File: src/rtl/oper_ea_pkg.sv
package oper_ea_pkg;

  typedef enum logic [1:0] {
    EA_DIR = 2'd0,
    EA_EXT = 2'd1,
    EA_IXN = 2'd2,
    EA_IX8 = 2'd3
  } eaMode_e;

  localparam int MAX_OPS = 2;
  localparam int CNT_W   = $clog2(MAX_OPS + 2);

  typedef struct packed {
    logic capture;
    logic ldFirst;
    logic ldSecond;
  } eaCtrl_t;

  function automatic logic [CNT_W-1:0] opBytes(eaMode_e m, logic br);
    case (m)
      EA_DIR:  opBytes = br ? CNT_W'(2) : CNT_W'(1);
      EA_EXT:  opBytes = CNT_W'(2);
      EA_IXN:  opBytes = CNT_W'(0);
      default: opBytes = CNT_W'(1);
    endcase
  endfunction

endpackage

File: src/rtl/oper_ea_ctrl.sv
module oper_ea_ctrl
  import oper_ea_pkg::*;
(
  input  logic    clk,
  input  logic    rst,
  input  logic    start,
  input  eaMode_e modeIn,
  input  logic    bitBranch,
  input  logic    byteValid,
  output logic    byteReady,
  output logic    done,
  output eaCtrl_t ctrl
);

  typedef enum logic [1:0] {ST_IDLE, ST_FETCH, ST_FINISH} state_e;

  state_e          stateQ;
  logic [CNT_W-1:0] leftQ;
  logic            firstQ;
  logic [CNT_W-1:0] need;
  logic            accept;

  assign need      = opBytes(modeIn, bitBranch);
  assign byteReady = (stateQ == ST_FETCH);
  assign done      = (stateQ == ST_FINISH);
  assign accept    = byteReady && byteValid;

  always_comb begin
    ctrl.capture  = (stateQ == ST_IDLE) && start;
    ctrl.ldFirst  = accept && firstQ;
    ctrl.ldSecond = accept && !firstQ;
  end

  always_ff @(posedge clk) begin
    if (rst) begin
      stateQ <= ST_IDLE;
      leftQ  <= '0;
      firstQ <= 1'b0;
    end else begin
      case (stateQ)
        ST_IDLE: if (start) begin
          leftQ  <= need;
          firstQ <= 1'b1;
          stateQ <= (need == '0) ? ST_FINISH : ST_FETCH;
        end
        ST_FETCH: if (accept) begin
          firstQ <= 1'b0;
          leftQ  <= leftQ - 1'b1;
          if (leftQ == CNT_W'(1)) stateQ <= ST_FINISH;
        end
        default: stateQ <= ST_IDLE;
      endcase
    end
  end

endmodule

File: src/rtl/oper_ea_dpath.sv
module oper_ea_dpath
  import oper_ea_pkg::*;
#(
  parameter int DATA_W = 8,
  parameter int ADDR_W = 16
) (
  input  logic              clk,
  input  logic              rst,
  input  eaCtrl_t           ctrl,
  input  eaMode_e           modeIn,
  input  logic              bitBranch,
  input  logic [DATA_W-1:0] indexReg,
  input  logic [DATA_W-1:0] byteData,
  output logic [ADDR_W-1:0] effAddr,
  output logic [1:0]        byteCount,
  output logic [DATA_W-1:0] branchDisp
);

  localparam int SUM_W = DATA_W + 1;

  eaMode_e           modeQ;
  logic              brQ;
  logic [DATA_W-1:0] idxQ, hiQ, loQ, dispQ;
  logic [SUM_W-1:0]  idxSum;

  always_ff @(posedge clk) begin
    if (rst) begin
      modeQ <= EA_DIR;
      brQ   <= 1'b0;
      idxQ  <= '0;
      hiQ   <= '0;
      loQ   <= '0;
      dispQ <= '0;
    end else if (ctrl.capture) begin
      modeQ <= modeIn;
      brQ   <= bitBranch && (modeIn == EA_DIR);
      idxQ  <= indexReg;
      hiQ   <= '0;
      loQ   <= '0;
      dispQ <= '0;
    end else if (ctrl.ldFirst) begin
      if (modeQ == EA_EXT) hiQ <= byteData;
      else                 loQ <= byteData;
    end else if (ctrl.ldSecond) begin
      if (modeQ == EA_EXT) loQ   <= byteData;
      else                 dispQ <= byteData;
    end
  end

  assign idxSum = SUM_W'(idxQ) + SUM_W'(loQ);

  always_comb begin
    case (modeQ)
      EA_DIR:  effAddr = ADDR_W'(loQ);
      EA_EXT:  effAddr = ADDR_W'({hiQ, loQ});
      EA_IXN:  effAddr = ADDR_W'(idxQ);
      default: effAddr = ADDR_W'(idxSum);
    endcase
    byteCount  = 2'(opBytes(modeQ, brQ)) + 2'd1;
    branchDisp = dispQ;
  end

endmodule

File: src/rtl/oper_ea_gen.sv
module oper_ea_gen
  import oper_ea_pkg::*;
#(
  parameter int DATA_W = 8,
  parameter int ADDR_W = 16
) (
  input  logic              clk,
  input  logic              rst,
  input  logic              start,
  input  logic [1:0]        mode,
  input  logic              bitBranch,
  input  logic [DATA_W-1:0] indexReg,
  input  logic [DATA_W-1:0] byteData,
  input  logic              byteValid,
  output logic              byteReady,
  output logic              done,
  output logic [ADDR_W-1:0] effAddr,
  output logic [1:0]        byteCount,
  output logic [DATA_W-1:0] branchDisp
);

  eaCtrl_t ctrl;
  eaMode_e modeIn;

  assign modeIn = eaMode_e'(mode);

  oper_ea_ctrl ctrl_i (
    .clk(clk), .rst(rst), .start(start), .modeIn(modeIn),
    .bitBranch(bitBranch), .byteValid(byteValid),
    .byteReady(byteReady), .done(done), .ctrl(ctrl)
  );

  oper_ea_dpath #(.DATA_W(DATA_W), .ADDR_W(ADDR_W)) dpath_i (
    .clk(clk), .rst(rst), .ctrl(ctrl), .modeIn(modeIn),
    .bitBranch(bitBranch), .indexReg(indexReg), .byteData(byteData),
    .effAddr(effAddr), .byteCount(byteCount), .branchDisp(branchDisp)
  );

endmodule

File: config.mk
export PLATFORM = sky130hd
export DESIGN_NAME = oper_ea_gen
export DESIGN_NICKNAME = d
export VERILOG_FILES = /design/src/rtl/oper_ea_pkg.sv /design/src/rtl/oper_ea_ctrl.sv /design/src/rtl/oper_ea_dpath.sv /design/src/rtl/oper_ea_gen.sv
export SDC_FILE = /design/constraint.sdc
export NUM_CORES = 1
export LEC_CHECK = 0
export BUFFER_PORTS_ARGS = -buffer_cell sky130_fd_sc_hd__buf_4
export CAP_MARGIN = 20
export CORE_MARGIN = 2
export CORE_UTILIZATION = 32
export CTS_CLUSTER_SIZE = 40
export DETAILED_ROUTE_END_ITERATION = 16
export PLACE_DENSITY = 0.5
export SLEW_MARGIN = 15
export SYNTH_ARGS = -nofsm -noshare
export SYNTH_HDL_FRONTEND = slang
export SYNTH_SLANG_ARGS = --single-unit
File: constraint.sdc
create_clock -name clk -period 2.6 [get_ports clk]
set_input_delay 0.13 -clock clk [delete_from_list [all_inputs] [get_ports clk]]
set_output_delay 0.13 -clock clk [all_outputs]
set_load 0.01 [all_outputs]
==> summary by stage <==
STA
The number of slew-limit violations in the final report is 0. Setup violations remaining at the end of the flow were counted as 0. The worst slew margin relative to its limit is between 50% and 60%. The final clock period utilization by the worst path is 89.6%.

At the pin with the least slew margin, the transition time is about 700 ps. The post-route setup TNS is 0 ps. The worst path in the final design needs a cycle of 2330 ps, including I/O delays and setup.

Setup repair after global routing left no endpoint under its margin. Across the routed clock network, the largest skew measured is 9.19 ps. Static timing analysis puts the maximum clock frequency at between 400 and 500 MHz.

The number of hold-slack violations in the final timing report is 0.

Clock network
Clock-pin slew was measured on the worst setup and hold paths at approximately 80 ps. The post-cts sizing count is 0. The number of buffers inserted to repair setup after CTS is 0. The CTS tree is done. The clock latency on the worst-skew pair is approximately 300 ps. Hold repair after CTS inserted 0 buffers. In this run the deepest clock path goes through 2 buffers.

Clock tree synthesis inserted a total of 5 buffers. The H-tree generated during clock tree synthesis spans 2 levels. For this design, the sink count on the clock tree is 40. The library cell used as clock root buffer is sky130_fd_sc_hd__clkbuf_8.

Synth
The synthesized design contains 40 register bits. The share of synthesized area spent on multiplexers is between 10 and 15%. Counting flops with an async set or reset pin after synthesis yields a share of 0%. The synthesized netlist devotes 7.79% of its cell area to adder and majority cells. The net count of the mapped netlist is roughly 310. The number of different library cells in the post-synthesis netlist is 38. Summing every instance area after synthesis gives between 2000 and 2500 um^2.

The xor/xnor cell area share of the yosys netlist is less than 1%. The synthesized netlist devotes between 20 and 30% of its cell area to simple gates. Synthesis handed over a netlist of approximately 280 instances.

The dominant combinational cell family by area after synthesis is simple AND/OR/NAND/NOR gates. The post-synthesis compound-gate area fraction is a little over an eighth. The synthesized area per cell is roughly 7.9 um^2. The biggest area contributor in the post-synthesis netlist is sky130_fd_sc_hd__dfxtp_1. Yosys attributes the largest share of cell area to sky130_fd_sc_hd__dfxtp_1, sky130_fd_sc_hd__mux2i_1, sky130_fd_sc_hd__nand2_1. The leading register cell type out of synthesis is sky130_fd_sc_hd__dfxtp_1. The yosys synthesis warning count is 0. Summed over its instances, the top area cell type makes up 36.7% of the synthesized netlist area. The share of the Yosys chip area taken by registers is between 30% and 40%. Yosys mapped a number of flops with a built-in enable equal to 0.

Placement
The placed cell area is about 2600 um^2. Detailed placement finished with a half-perimeter wire length of 3900 um. Port buffering added 50 buffers. Routability-driven placement finished with a final weighted congestion of around 0.82.

Route
In the routed design, unresolved DRC markers number 0. The count of nets left with antenna violations after detail routing is 0. The detail-routed net length per standard cell is around 13 um. The via density per instance is roughly 4.7. The total via count after detailed routing is between 1500 and 2000. The number of DRC markers after the initial detailed-route iteration is between 50 and 60. For this block, the routed nets add up to 5110 um of wire. The first detailed-routing pass took 4 iterations.

Global routing
The via count of the first global-routing pass is between 1500 and 2000. The aggregate global-route resource usage is approximately 14%. The number of antenna violations at the first check in global routing came to 0. The largest net degree at the start of global routing is 23. The wire length of the first global-routing pass is between 8000 and 9000 um. The residual overflow from global routing is 0.

Layout
The library cell used most frequently in the layout, excluding fill and tap cells, is sky130_fd_sc_hd__buf_4. The final core utilization is 40.7%. The multi-input gate area in the final layout is ~1300 um^2.

After filler insertion, the fill cell instance count of the layout stands at between 700 and 800. The share of cells above drive strength 1 is between 20% and 30%. The layout overhead on the synthesized area is 24.6%. The library cells used most frequently in the layout, excluding fill and tap cells, are sky130_fd_sc_hd__buf_4, sky130_fd_sc_hd__nand2_1, sky130_fd_sc_hd__dfxtp_1. The register area is between 800 and 900 um^2. The design area is about 2700 um^2.

The number of antenna diodes in the final layout is 0. The number of nets in the layout is 359.

Run status
The run finished with clean final reports.

Floorplanning
The horizontal extent of the die is around 87 um. The area of the die is around 7500 um^2. The floorplan has 30 rows. The total I/O pin count is 51. The chip height is 86.6 um. Once the floorplan was initialized, standard cells occupied 32.7% of the core. The total area inside the core boundary comes to 6680 um^2.

Worst setup path
At the worst endpoint, the arrival time is ~2200 ps. The type of element launching the critical path is a flop. The type of the worst setup path is flop to output pin.

The maximum fanout along the worst path is 3. The sort of element at the end of the critical path is an output pin. The data required time at the worst endpoint is between 2000 and 2500 ps.

Pwr
Summed over all cells, the static leakage comes to about 1.1 nW. The worst vdd rail ir drop is ~0.3 mV. The power per cell area is around 490 nW/um^2. Summing internal, switching and leakage power gives approximately 1.3 mW.

Job
The tool flagged a number of max-cap violations equal to 0.

Hold path
The kind of path behind the tightest hold check is input port to flop.
## state kept, by name, summed over array words and instances (netlist names)
name,count
dpath_i.brQ,1
ctrl_i.stateQ,2
dpath_i.idxQ,8
dpath_i.modeQ,2
dpath_i.loQ,8
ctrl_i.leftQ,2
dpath_i.branchDisp,8
ctrl_i.firstQ,1
dpath_i.hiQ,8
## routing by layer
| metal | GRT usage [%] | wire length (um) | vias up |
|---|---|---|---|
| met5 | 0 | 0 | - |
| met4 | 2.98 | 25 | 0 |
| met3 | 3.52 | 163 | 2 |
| met2 | 21.5 | 2360 | 24 |
| met1 | 19.4 | 2560 | 854 |
| li1 | - | - | 1011 |
## synthesized netlist by cell type (2+ instances only)
master,count
sky130_fd_sc_hd__a211oi_1,2
sky130_fd_sc_hd__a21oi_1,34
sky130_fd_sc_hd__a31oi_1,2
sky130_fd_sc_hd__and2_1,8
sky130_fd_sc_hd__and3_1,2
sky130_fd_sc_hd__buf_1,3
sky130_fd_sc_hd__buf_2,3
sky130_fd_sc_hd__buf_6,2
sky130_fd_sc_hd__clkbuf_1,7
sky130_fd_sc_hd__dfxtp_1,40
sky130_fd_sc_hd__ha_1,12
sky130_fd_sc_hd__inv_1,11
sky130_fd_sc_hd__mux2i_1,22
sky130_fd_sc_hd__nand2_1,47
sky130_fd_sc_hd__nand2b_1,3
sky130_fd_sc_hd__nand3_1,6
sky130_fd_sc_hd__nor2_1,25
sky130_fd_sc_hd__nor2_2,7
sky130_fd_sc_hd__nor2b_1,8
sky130_fd_sc_hd__nor3_1,2
sky130_fd_sc_hd__o21ai_0,11
sky130_fd_sc_hd__or3_1,2
## logic make-up (layout without fill, tap and decap cells)
kind of cell / after synthesis / count (layout)
simple gates: 117 / 117
mux: 22 / 22
fa+ha+maj: 13 / 13
flops: 40 / 40
compound gates: 55 / 55
xor+xnor: 2 / 2
buf+inv: 26 / 75
## critical path, stage by stage, from the launching register on
cell	delay (ps)
sky130_fd_sc_hd__dfxtp_1	360
sky130_fd_sc_hd__ha_1	180
sky130_fd_sc_hd__inv_1	50
sky130_fd_sc_hd__fa_1	410
sky130_fd_sc_hd__nor2b_1	180
sky130_fd_sc_hd__o31ai_1	130
sky130_fd_sc_hd__a211oi_1	200
sky130_fd_sc_hd__o21ai_0	100
sky130_fd_sc_hd__a21oi_1	160
sky130_fd_sc_hd__buf_4	140
## per-stage QoR
step                hold slack [ps]  worst slack (ps)  std cells
detailed placement              393               558        396
global placement                381               644        396
CTS                            69.5               235        404
global route                   78.5              45.9        404
finish                         80.1               271        404
floorplan                       266               806        275
## final timing paths
check        slack, ps  cells after the start              from                to
min reg2reg        460                      1  ctrl_i.stateQ[1]  ctrl_i.stateQ[1]
max reg2reg        840                      7  ctrl_i.stateQ[0]    dpath_i.hiQ[7]
max                270                      9    dpath_i.loQ[0]        effAddr[8]
min                 80                      3       indexReg[2]   dpath_i.idxQ[2]
## area by class of cell
type                       instances  area share (%)
inverter                          11            1.52
clock buffer                       5            2.53
tap                               80            3.68
sequential                        40            29.4
timing repair buffer              56            15.4
multi-input combinational        209            46.5
clock inverter                     3           0.874
## report_power, final
| part | switching (mW) | leakage [nW] | internal [mW] |
|---|---|---|---|
| registers | 0.0175 | 0.325 | 0.636 |
| logic | 0.133 | 0.775 | 0.106 |
| clock network | 0.241 | 0.0404 | 0.190 |
| total | 0.391 | 1.14 | 0.932 |
(Power assumes the default switching activity.)
